**src/rtl/sar_vote_pkg.sv**
```systemverilog
package sar_vote_pkg;

  typedef enum logic [1:0] {
    DRV_MID = 2'b00,
    DRV_POS = 2'b01,
    DRV_NEG = 2'b10
  } drive_e;

  typedef logic signed [1:0] digit_t;

  localparam digit_t DIG_ZERO = 2'sb00;
  localparam digit_t DIG_UP   = 2'sb01;
  localparam digit_t DIG_DN   = 2'sb11;

  // weight of step idx: binary steps first, then the redundant step, then unit steps
  function automatic int step_weight(input int idx, input int msb_bits, input int red_w);
    if (idx < msb_bits) return 1 << (msb_bits - 1 - idx);
    else if (idx == msb_bits) return red_w;
    else return 1;
  endfunction

  function automatic int max_code(input int msb_bits, input int red_w, input int lsb_steps);
    return (1 << msb_bits) - 1 + red_w + lsb_steps;
  endfunction

  // a positive digit subtracts the capacitor's weight, a negative one adds it
  function automatic drive_e digit_drive(input digit_t d);
    if (d == DIG_UP) return DRV_NEG;
    else if (d == DIG_DN) return DRV_POS;
    else return DRV_MID;
  endfunction

endpackage

```
**src/rtl/sar_phase_timer.sv**
```systemverilog
module sar_phase_timer #(
  parameter int SAMP_CYC  = 2,
  parameter int ONE_SHOT  = 9,
  parameter int LSB_STEPS = 2,
  parameter int VOTES     = 4,
  parameter int STEP_W    = 4
) (
  input  logic              clk_i,
  input  logic              rst_i,
  input  logic              start_i,
  output logic              accept_o,
  output logic              samp_o,
  output logic              shot_o,
  output logic              vote_o,
  output logic              vote_first_o,
  output logic              vote_last_o,
  output logic              last_o,
  output logic [STEP_W-1:0] step_o
);
  localparam int LAST_CYC   = SAMP_CYC + ONE_SHOT + LSB_STEPS * VOTES + 1;
  localparam int CYC_W      = $clog2(LAST_CYC + 1);
  localparam int FIRST_SHOT = SAMP_CYC + 1;
  localparam int FIRST_VOTE = FIRST_SHOT + ONE_SHOT;
  localparam int LAST_VOTE  = LAST_CYC - 1;

  logic             busy_q;
  logic [CYC_W-1:0] cyc_q;
  int               c_i;
  int               off_i;

  assign accept_o = start_i & ~busy_q;

  always_ff @(posedge clk_i) begin
    if (rst_i) begin
      busy_q <= 1'b0;
      cyc_q  <= '0;
    end else if (accept_o) begin
      busy_q <= 1'b1;
      cyc_q  <= CYC_W'(1);
    end else if (busy_q) begin
      if (int'(cyc_q) == LAST_CYC) begin
        busy_q <= 1'b0;
        cyc_q  <= '0;
      end else begin
        cyc_q <= cyc_q + CYC_W'(1);
      end
    end
  end

  always_comb begin
    c_i          = int'(cyc_q);
    off_i        = c_i - FIRST_VOTE;
    samp_o       = busy_q && (c_i >= 1) && (c_i <= SAMP_CYC);
    shot_o       = busy_q && (c_i >= FIRST_SHOT) && (c_i < FIRST_VOTE);
    vote_o       = busy_q && (c_i >= FIRST_VOTE) && (c_i <= LAST_VOTE);
    vote_first_o = vote_o && ((off_i % VOTES) == 0);
    vote_last_o  = vote_o && ((off_i % VOTES) == VOTES - 1);
    last_o       = busy_q && (c_i == LAST_CYC);
    if (shot_o)      step_o = STEP_W'(c_i - FIRST_SHOT);
    else if (vote_o) step_o = STEP_W'(ONE_SHOT + off_i / VOTES);
    else             step_o = '0;
  end

endmodule

```
**src/rtl/sar_vote_tally.sv**
```systemverilog
module sar_vote_tally
  import sar_vote_pkg::*;
#(
  parameter int VOTES = 4
) (
  input  logic   clk_i,
  input  logic   rst_i,
  input  logic   vote_i,
  input  logic   first_i,
  input  logic   last_i,
  input  logic   comp_i,
  output digit_t dig_o,
  output logic   dig_v_o
);
  localparam int CNT_W = $clog2(VOTES + 1);

  logic [CNT_W-1:0] cnt_q;
  int               tot_i;

  always_comb begin
    tot_i = (first_i ? 0 : int'(cnt_q)) + (comp_i ? 1 : 0);
    if (2 * tot_i > VOTES)       dig_o = DIG_UP;
    else if (2 * tot_i == VOTES) dig_o = DIG_ZERO;
    else                         dig_o = DIG_DN;
    dig_v_o = vote_i & last_i;
  end

  always_ff @(posedge clk_i) begin
    if (rst_i)       cnt_q <= '0;
    else if (vote_i) cnt_q <= CNT_W'(tot_i);
  end

endmodule

```
**src/rtl/sar_cap_bank.sv**
```systemverilog
module sar_cap_bank
  import sar_vote_pkg::*;
#(
  parameter int NSTEP  = 11,
  parameter int STEP_W = 4
) (
  input  logic                 clk_i,
  input  logic                 rst_i,
  input  logic                 clear_i,
  input  logic                 wr_i,
  input  logic [STEP_W-1:0]    wr_idx_i,
  input  digit_t               wr_dig_i,
  output logic [2*NSTEP-1:0]   drive_o,
  output logic [2*NSTEP-1:0]   digs_o
);
  for (genvar g = 0; g < NSTEP; g++) begin : g_cap
    drive_e drv_q;
    digit_t dig_q;

    always_ff @(posedge clk_i) begin
      if (rst_i || clear_i) begin
        drv_q <= DRV_MID;
        dig_q <= DIG_ZERO;
      end else if (wr_i && (wr_idx_i == STEP_W'(g))) begin
        drv_q <= digit_drive(wr_dig_i);
        dig_q <= wr_dig_i;
      end
    end

    assign drive_o[2*g +: 2] = drv_q;
    assign digs_o[2*g +: 2]  = dig_q;
  end

endmodule

```
**src/rtl/sar_code_sum.sv**
```systemverilog
module sar_code_sum
  import sar_vote_pkg::*;
#(
  parameter int NSTEP    = 11,
  parameter int MSB_BITS = 8,
  parameter int RED_W    = 16,
  parameter int CODE_W   = 10
) (
  input  logic                     clk_i,
  input  logic                     rst_i,
  input  logic                     load_i,
  input  logic [2*NSTEP-1:0]       digs_i,
  output logic signed [CODE_W-1:0] code_o,
  output logic                     done_o
);
  int sum_i;

  always_comb begin
    sum_i = 0;
    for (int i = 0; i < NSTEP; i++) begin
      sum_i = sum_i + int'(digit_t'(digs_i[2*i +: 2])) * step_weight(i, MSB_BITS, RED_W);
    end
  end

  always_ff @(posedge clk_i) begin
    if (rst_i) begin
      code_o <= '0;
      done_o <= 1'b0;
    end else begin
      done_o <= load_i;
      if (load_i) code_o <= CODE_W'(sum_i);
    end
  end

endmodule

```
**src/rtl/sar_vote_seq.sv**
```systemverilog
module sar_vote_seq
  import sar_vote_pkg::*;
#(
  parameter  int MSB_BITS  = 8,
  parameter  int RED_W     = 16,
  parameter  int LSB_STEPS = 2,
  parameter  int VOTES     = 4,
  parameter  int SAMP_CYC  = 2,
  localparam int ONE_SHOT  = MSB_BITS + 1,
  localparam int NSTEP     = ONE_SHOT + LSB_STEPS,
  localparam int CODE_W    = $clog2(max_code(MSB_BITS, RED_W, LSB_STEPS) + 1) + 1
) (
  input  logic                     clk_i,
  input  logic                     rst_i,
  input  logic                     start_i,
  input  logic                     comp_i,
  output logic [2*NSTEP-1:0]       dac_o,
  output logic                     samp_o,
  output logic                     fire_o,
  output logic                     rescap_o,
  output logic signed [CODE_W-1:0] code_o,
  output logic                     done_o
);
  localparam int STEP_W = $clog2(NSTEP);

  logic              accept, shot, vote, vote_first, vote_last, last;
  logic [STEP_W-1:0] step;
  digit_t            tally_dig, wr_dig;
  logic              tally_v, wr;
  logic [2*NSTEP-1:0] digs;

  sar_phase_timer #(
    .SAMP_CYC (SAMP_CYC),
    .ONE_SHOT (ONE_SHOT),
    .LSB_STEPS(LSB_STEPS),
    .VOTES    (VOTES),
    .STEP_W   (STEP_W)
  ) u_timer (
    .clk_i       (clk_i),
    .rst_i       (rst_i),
    .start_i     (start_i),
    .accept_o    (accept),
    .samp_o      (samp_o),
    .shot_o      (shot),
    .vote_o      (vote),
    .vote_first_o(vote_first),
    .vote_last_o (vote_last),
    .last_o      (last),
    .step_o      (step)
  );

  sar_vote_tally #(.VOTES(VOTES)) u_tally (
    .clk_i  (clk_i),
    .rst_i  (rst_i),
    .vote_i (vote),
    .first_i(vote_first),
    .last_i (vote_last),
    .comp_i (comp_i),
    .dig_o  (tally_dig),
    .dig_v_o(tally_v)
  );

  assign wr     = shot | tally_v;
  assign wr_dig = shot ? (comp_i ? DIG_UP : DIG_DN) : tally_dig;

  sar_cap_bank #(.NSTEP(NSTEP), .STEP_W(STEP_W)) u_caps (
    .clk_i   (clk_i),
    .rst_i   (rst_i),
    .clear_i (accept),
    .wr_i    (wr),
    .wr_idx_i(step),
    .wr_dig_i(wr_dig),
    .drive_o (dac_o),
    .digs_o  (digs)
  );

  sar_code_sum #(
    .NSTEP   (NSTEP),
    .MSB_BITS(MSB_BITS),
    .RED_W   (RED_W),
    .CODE_W  (CODE_W)
  ) u_sum (
    .clk_i (clk_i),
    .rst_i (rst_i),
    .load_i(last),
    .digs_i(digs),
    .code_o(code_o),
    .done_o(done_o)
  );

  assign fire_o   = shot | vote;
  assign rescap_o = last;

endmodule

```
**config.mk**
```make
export PLATFORM = sky130hd
export DESIGN_NAME = sar_vote_seq
export DESIGN_NICKNAME = d
export VERILOG_FILES = /design/src/rtl/sar_vote_pkg.sv /design/src/rtl/sar_phase_timer.sv /design/src/rtl/sar_vote_tally.sv /design/src/rtl/sar_cap_bank.sv /design/src/rtl/sar_code_sum.sv /design/src/rtl/sar_vote_seq.sv
export SDC_FILE = /design/constraint.sdc
export NUM_CORES = 1
export LEC_CHECK = 0
export ABC_CLOCK_PERIOD_IN_PS = 4140
export BUFFER_PORTS_ARGS = -buffer_cell sky130_fd_sc_hd__buf_4
export CAP_MARGIN = 15
export CORE_MARGIN = 2
export CORE_UTILIZATION = 54
export CTS_CLUSTER_DIAMETER = 50
export DETAILED_ROUTE_END_ITERATION = 6
export PLACE_DENSITY = 0.79
export SLEW_MARGIN = 0
export SYNTH_ARGS = -nofsm -noshare
export SYNTH_HDL_FRONTEND = slang
export SYNTH_SLANG_ARGS = --single-unit
```
**constraint.sdc**
```tcl
create_clock -name clk_i -period 4.14 [get_ports clk_i]
set_input_delay 0.207 -clock clk_i [delete_from_list [all_inputs] [get_ports clk_i]]
set_output_delay 0.207 -clock clk_i [all_outputs]
set_load 0.02 [all_outputs]
```
==> results of run 1 <==
-- worst min-delay path by stage --
stage                                         end  cells after the start                           from  slack, ns
floorplan               u_timer.busy_q$_SDFF_PP0_                      2                        start_i       0.37
global placement    u_tally.cnt_q[0]$_SDFFE_PP0P_                      2  u_tally.cnt_q[0]$_SDFFE_PP0P_       0.44
detailed placement  u_tally.cnt_q[0]$_SDFFE_PP0P_                      2  u_tally.cnt_q[0]$_SDFFE_PP0P_       0.44
CTS                     u_timer.busy_q$_SDFF_PP0_                      2                          rst_i       0.16
global route         u_sum.code_o[6]$_SDFFE_PP0P_                      2                          rst_i       0.20
finish                  u_timer.busy_q$_SDFF_PP0_                      3                        start_i       0.18
-- placed cells by master, fill, tap and decap left out, types with 5 or more instances in the layout --
master	netlist	final
and2_1	6	6
nor2_1	18	18
inv_2	1	5
inv_1	53	49
buf_4	2	52
a21oi_2	7	8
o21ai_1	8	8
xnor2_1	8	6
nand2_1	46	46
a21oi_1	40	38
dfxtp_1	64	59
mux2i_1	21	21
o21ai_0	21	21
clkbuf_8	0	9
nand2b_1	5	5
nand3_1	13	13
ha_1	26	22
fa_1	31	28
-- per-stage QoR --
step	hold WS (ns)	setup WS [ns]
2_1_floorplan	0.373	0.0271
3_3_place_gp	0.444	-0.0125
3_5_place_dp	0.444	-0.0752
4_1_cts	0.160	0.00857
5_1_grt	0.197	-0.112
6_report	0.177	0.0638
-- area by class of cell --
cell class / instances / area [um^2]
tap: 102 / 128
multi-input combinational: 307 / 2700
clock inverter: 6 / 60.1
fill: 670 / 2780
timing repair buffer: 52 / 390
sequential: 64 / 1290
inverter: 55 / 206
clock buffer: 10 / 128
-- state kept, by name (all words and copies together) (netlist names) --
name,cells
u_caps.g_cap.dig_q,22
u_caps.g_cap.drv_q,22
u_sum.code_o,10
u_sum.done_o,1
u_tally.cnt_q,3
u_timer.busy_q,1
u_timer.cyc_q,5
-- logic make-up after synthesis --
| family | count (synthesis) |
|---|---|
| compound gates | 115 |
| mux | 21 |
| xor+xnor | 9 |
| simple gates | 105 |
| fa+ha+maj | 57 |
| flops | 64 |
| buf+inv | 74 |
-- power by group through the flow --
stage | clock network, mW | logic (mW) | registers, mW
CTS | 0.527 | 0.0637 | 0.626
floorplan | 0 | 0.0557 | 0.634
finish | 0.516 | 0.0645 | 0.625
global route | 0.554 | 0.0716 | 0.626
detailed placement | 0 | 0.0634 | 0.640
global placement | 0 | 0.0618 | 0.640
-- worst max-delay path, delay by kind of cell, from the launching register on --
kind	cells	cell delay (ns)
AO/OA/AOI/OAI	3	0.57
flip-flops	1	0.36
buffers and inverters	3	0.28
AND/OR/NAND/NOR	1	0.07
adder cells (fa/ha/maj)	6	2.57
XOR/XNOR	1	0.14
-- layer usage --
metal	GRT usage, %	vias up	wire length, um	part of all wire [%]
met5	0	-	0	0
met3	4.23	13	535	5.9
met4	8.70	0	155	1.7
li1	-	1586	-	-
met1	30.3	1558	4080	45
met2	35.8	98	4320	48
-- timing repair --
action / CTS / global route
pin swaps: 4 / 15
setup buffers: 1 / 1
endpoints found under the setup margin: 2 / 3
gates resized for setup: 8 / 13
==> run summary, run 1 <==
Port-buffer cells = 39
Clock Sinks = 64
Max FO, Critical Path = 3
CTS tree = built
Pre-antenna DRT Iters = 4
Cell Area, Placed = 4620 um^2
Routed WL = 9100 um
crit path capture = u_sum.code_o[8]$_SDFFE_PP0P_
Post-Synth Simple-Gate Area = 11.9%
most frequent CP cell = fa_1
Worst Setup End Kind = flop
Num CTS Buffers = 9
Synth Area in Adders = 22.3%
Pleak = 2.03 nW
die footprint = 8580 um^2
final setup vio count = 0
vias in the first global route = 3,224
depth of the CTS H-tree = 3
final design area excluding fillers = 4910 um^2
Die Wd = 92.7 um
Flop pwr share = 51.9%
setup TNS = 0 ns
max-slew violation count = 0
Internal = 0.912 mW
Synth Cell Area = 4240 um^2
slowest stage cell on the critical path = fa_1
clk slew on worst S/H paths = 0.07 ns
Post-synth top cells = dfxtp_1 (64), inv_1 (53), nand2_1 (46)
area grow syn2layout = 15.6%
CP arrival = 4.34 ns
initial antenna violation count = 0
Synth warnings = 0
cell count after synthesis = 445
Reg2Reg Depth = 14
worst slew pin tran = 0.543 ns
Psw = 0.293 mW
Hold-fix buffers, CTS = 0
RSZ-0062 raised after global routing = true
placed insts = 578
FFs w/ async S/R, synth = 0%
max_cap viols = 0
pin count of the biggest net entering global routing = 45
layout cells sized above 1 = 23.1%
fin crit share = 98.5%
total I/O pin count = 40
reg-to-reg setup timing slack = 0.06 ns
Worst EP required = 4.40 ns
nets@finish = 550
FF-to-FF End = u_sum.code_o[8]$_SDFFE_PP0P_
Finished Core Util = 63.8%
routed vias = 3,255
fmax = 0.245 GHz
cell with the most instances after synthesis = dfxtp_1
Avg WL per Cell = 15.3 um
CORE AREA = 7690 um^2
top cells by area, synth = dfxtp_1 (30%), fa_1 (15%), ha_1 (7.7%), mux2i_1 (5.0%), a21oi_1 (4.7%)
crit-path cells = fa_1, buf_4, fa_1, inv_1, fa_1, fa_1, inv_1, ha_4, ha_1, a21o_1, a21oi_1, xnor2_2, nand2_1, a21oi_1
die height = 92.7 um
drt drc = 0
Synth area leader = dfxtp_1
Period minus WS final = 4.08 ns
vias per cell = 5.46
post-route ant nets = 0
HPWL after DPL = 6660 um
overall power = 1.21 mW
Mean Syn Cell Area = 9.54 um^2
Initial Util = 55.2%
Power Density = 246 nW/um^2
gr usage total = 22.4%
crit path from = u_caps.g_cap[4].dig_q[1]$_SDFFE_PP0P_
post-synthesis xor/xnor area fraction = 1.86%
GRT overflow = 0
antenna cells = 0
Distinct cells, synth = 58
Final Hold Fails = 0
Crit Path Category = flop to flop
post-route insts no fill = 596
CTS Root Cell = clkbuf_8
routability cong. = 0.880
first-pass GRT wire length = 15,300 um
multiplexer area fraction after synthesis = 4.95%
Post-Syn Nets = 506
EDFF count, synth = 0
Relative slew margins = 63.8%
Skew-Pair Late Insertion Delay = 0.34 ns
Rows = 32
CP max stage delay = 0.54 ns
flops & latches, synth = 64
share of the synthesized area in the top cell type = 30.2%
FF-to-FF Start = u_caps.g_cap[4].dig_q[1]$_SDFFE_PP0P_
Max VDD drop = 0.000157 V
post-synthesis sequential area ratio = 30.2%
Primary FF master, synth = dfxtp_1
outcome = complete, no violations
clock skew = 0.00885 ns
min-delay worst type = input port to flop
complex-gate fraction of the synthesized area = 20.8%
Logic pwr share = 5.4%
CP Launch Type = flop
Bufs on Longest Clock Path = 2
Initial DRC Count = 175
Clk network pwr share = 42.8%
largest family of logic cells by synthesized area = adder cells
Sw Share = 24.3%
No activity file was read; power rests on OpenSTA's default activity.
==> run 2: changes to the inputs <==
Settings changed: ABC_AREA set to 1.
==> run summary, run 2 <==
outcome = complete, no violations
Crit Path Category = flop to flop
area grow syn2layout = 19.1%
Hold-fix buffers, CTS = 0
Synth Cell Area = 3970 um^2
slowest stage cell on the critical path = fa_1
setup TNS = 0 ns
CTS Root Cell = clkbuf_8
Initial DRC Count = 119
Skew-Pair Late Insertion Delay = 0.35 ns
Synth warnings = 0
flops & latches, synth = 64
cell count after synthesis = 467
GRT overflow = 0
RSZ-0062 raised after global routing = false
total I/O pin count = 40
routability cong. = 0.859
Die Wd = 89.7 um
final setup vio count = 0
CP max stage delay = 0.55 ns
Rows = 31
Avg WL per Cell = 13.9 um
area of the multi-input gates = 2410 um^2
Primary FF master, synth = dfxtp_1
WP buf/inv = 3
Period minus WS final = 3.97 ns
Clock Sinks = 64
max_cap viols = 0
CP Launch Type = flop
Worst Setup End Kind = flop
sequential cell area = 1290 um^2
die footprint = 8050 um^2
Power Density = 263 nW/um^2
Pre-antenna DRT Iters = 4
most frequent CP cell = fa_1
nets@finish = 585
Relative slew margins = 69.2%
routed vias = 3,213
max-slew violation count = 0
EDFF count, synth = 0
Max VDD drop = 0.000247 V
depth of the CTS H-tree = 3
Mean Syn Cell Area = 8.49 um^2
Bufs on Longest Clock Path = 2
CP delay by family, top = adder cells
reg-to-reg setup timing slack = 0.17 ns
top flop regs = u_caps.g_cap.dig_q (22), u_caps.g_cap.drv_q (22), u_sum.code_o (10)
CTS tree = built
FFs w/ async S/R, synth = 0%
Routed WL = 8740 um
top cells by area, synth = dfxtp_1 (32%), fa_1 (16%), ha_1 (8.2%), inv_1 (6.3%), nand2_1 (6.2%)
share of the synthesized area in the top cell type = 32.3%
drt drc = 0
Max FO, Critical Path = 3
Synth area leader = dfxtp_1
HPWL after DPL = 6640 um
Port-buffer cells = 39
vias per cell = 5.12
commonest cells after routing, fill and taps aside = inv_1 (65), nand2_1 (65), dfxtp_1 (61)
vias in the first global route = 3,193
first-pass GRT wire length = 14,800 um
min-delay worst type = input port to flop
Final Hold Fails = 0
Cell Area, Placed = 4450 um^2
number of fill cells = 603
Post-synth top cells = inv_1 (67), nand2_1 (65), dfxtp_1 (64)
Worst EP required = 4.38 ns
post-synthesis sequential area ratio = 32.3%
fin crit share = 95.8%
clock skew = 0.0123 ns
Distinct cells, synth = 35
final design area excluding fillers = 4720 um^2
layout cells sized above 1 = 24.1%
post-route ant nets = 0
Initial Util = 55.3%
initial antenna violation count = 0
clk slew on worst S/H paths = 0.07 ns
die height = 89.7 um
Post-Syn Nets = 528
gr usage total = 23.0%
Pleak = 2.13 nW
worst hold slack = 0.135 ns
worst slew pin tran = 0.461 ns
crit-path cells = fa_1, inv_1, fa_1, fa_1, fa_1, inv_1, fa_1, ha_4, a21o_1, a21oi_2, xnor2_1, o21ai_1, inv_1
cell with the most instances after synthesis = inv_1
Num CTS Buffers = 9
pin count of the biggest net entering global routing = 29
CP arrival = 4.21 ns
antenna cells = 0
fmax = 0.252 GHz
CORE AREA = 7180 um^2
-- run 2: cell types whose count changed after synthesis, moves of 8 or more --
cell | previous run | this run
nor2_4 | 0 | 8
nor3_1 | 2 | 11
inv_2 | 1 | 10
nor2_1 | 18 | 43
o21ai_0 | 21 | 31
inv_1 | 53 | 67
nor2_2 | 0 | 8
nand2_1 | 46 | 65
mux2i_1 | 21 | 0
-- run 2: through the flow --
step | std cells | utilization [%] | power, mW | worst slack (ns)
floorplan | 467 | - | 0.672 | 0.00837
global placement | 609 | 62.0 | 0.686 | 0.0127
detailed placement | 609 | 62.0 | 0.687 | -0.102
CTS | 626 | 65.2 | 1.25 | 0.0255
global route | 627 | 65.8 | 1.29 | 0.0103
finish | 627 | 65.8 | 1.24 | 0.174
-- run 2: cells by family after synthesis --
kind of cell | share of synthesized area (%)
xor gates and xnor gates | 2.21
buffers and inverters | 8.23
and+or+nand+nor | 20.4
AOI/OAI and AO/OA | 13.0
adders and majority gates | 23.8
DFF | 32.3
-- run 2: layout make-up --
cell class | count | area share, %
clock buffer | 11 | 2.78
tap | 99 | 2.62
multi-input combinational | 317 | 51.1
inverter | 78 | 6.20
timing repair buffer | 54 | 8.58
clock inverter | 4 | 1.48
sequential | 64 | 27.3
-- run 2: repair_timing --
action / 4_1_cts / 5_1_grt
pin swaps: 4 / 12
resized for setup: 3 / 11
endpoints found under the hold margin: 0 / 0
gates cloned: 0 / 0
endpoints found under the setup margin: 2 / 3
buffers inserted: 2 / 1
-- run 2: path summary, 6_finish.rpt --
kind / from / to / cells after the start
min reg2reg: u_caps.g_cap[8].drv_q[0]$_SDFFE_PP0P_ / u_caps.g_cap[8].drv_q[0]$_SDFFE_PP0P_ / 2
min: start_i / u_timer.busy_q$_SDFF_PP0_ / 3
max reg2reg: u_caps.g_cap[3].dig_q[1]$_SDFFE_PP0P_ / u_sum.code_o[9]$_SDFFE_PP0P_ / 13
max: u_caps.g_cap[3].dig_q[1]$_SDFFE_PP0P_ / u_sum.code_o[9]$_SDFFE_PP0P_ / 13
-- run 2: routing by layer --
layer / vias up / routed length [um] / GRT usage, %
met2: 55 / 4400 / 39.0
met5: - / 0 / 0
met1: 1539 / 3820 / 29.1
met4: 0 / 202 / 10.4
li1: 1603 / - / -
met3: 16 / 318 / 3.52
-- run 2: where the power goes --
group	leakage [nW]	total [mW]	internal [mW]	switching, mW
registers	0.518	0.623	0.617	0.00533
logic	1.51	0.0510	0.0168	0.0342
clock network	0.103	0.570	0.334	0.236
total	2.13	1.24	0.968	0.276
-- run 2: worst register-to-register path, delay by kind of cell, from the launching register on --
kind | cells | cell delay [ns]
XOR/XNOR | 1 | 0.08
AO/OA/AOI/OAI | 3 | 0.44
adder cells (fa/ha/maj) | 6 | 2.82
buffers and inverters | 3 | 0.16
flip-flops | 1 | 0.36
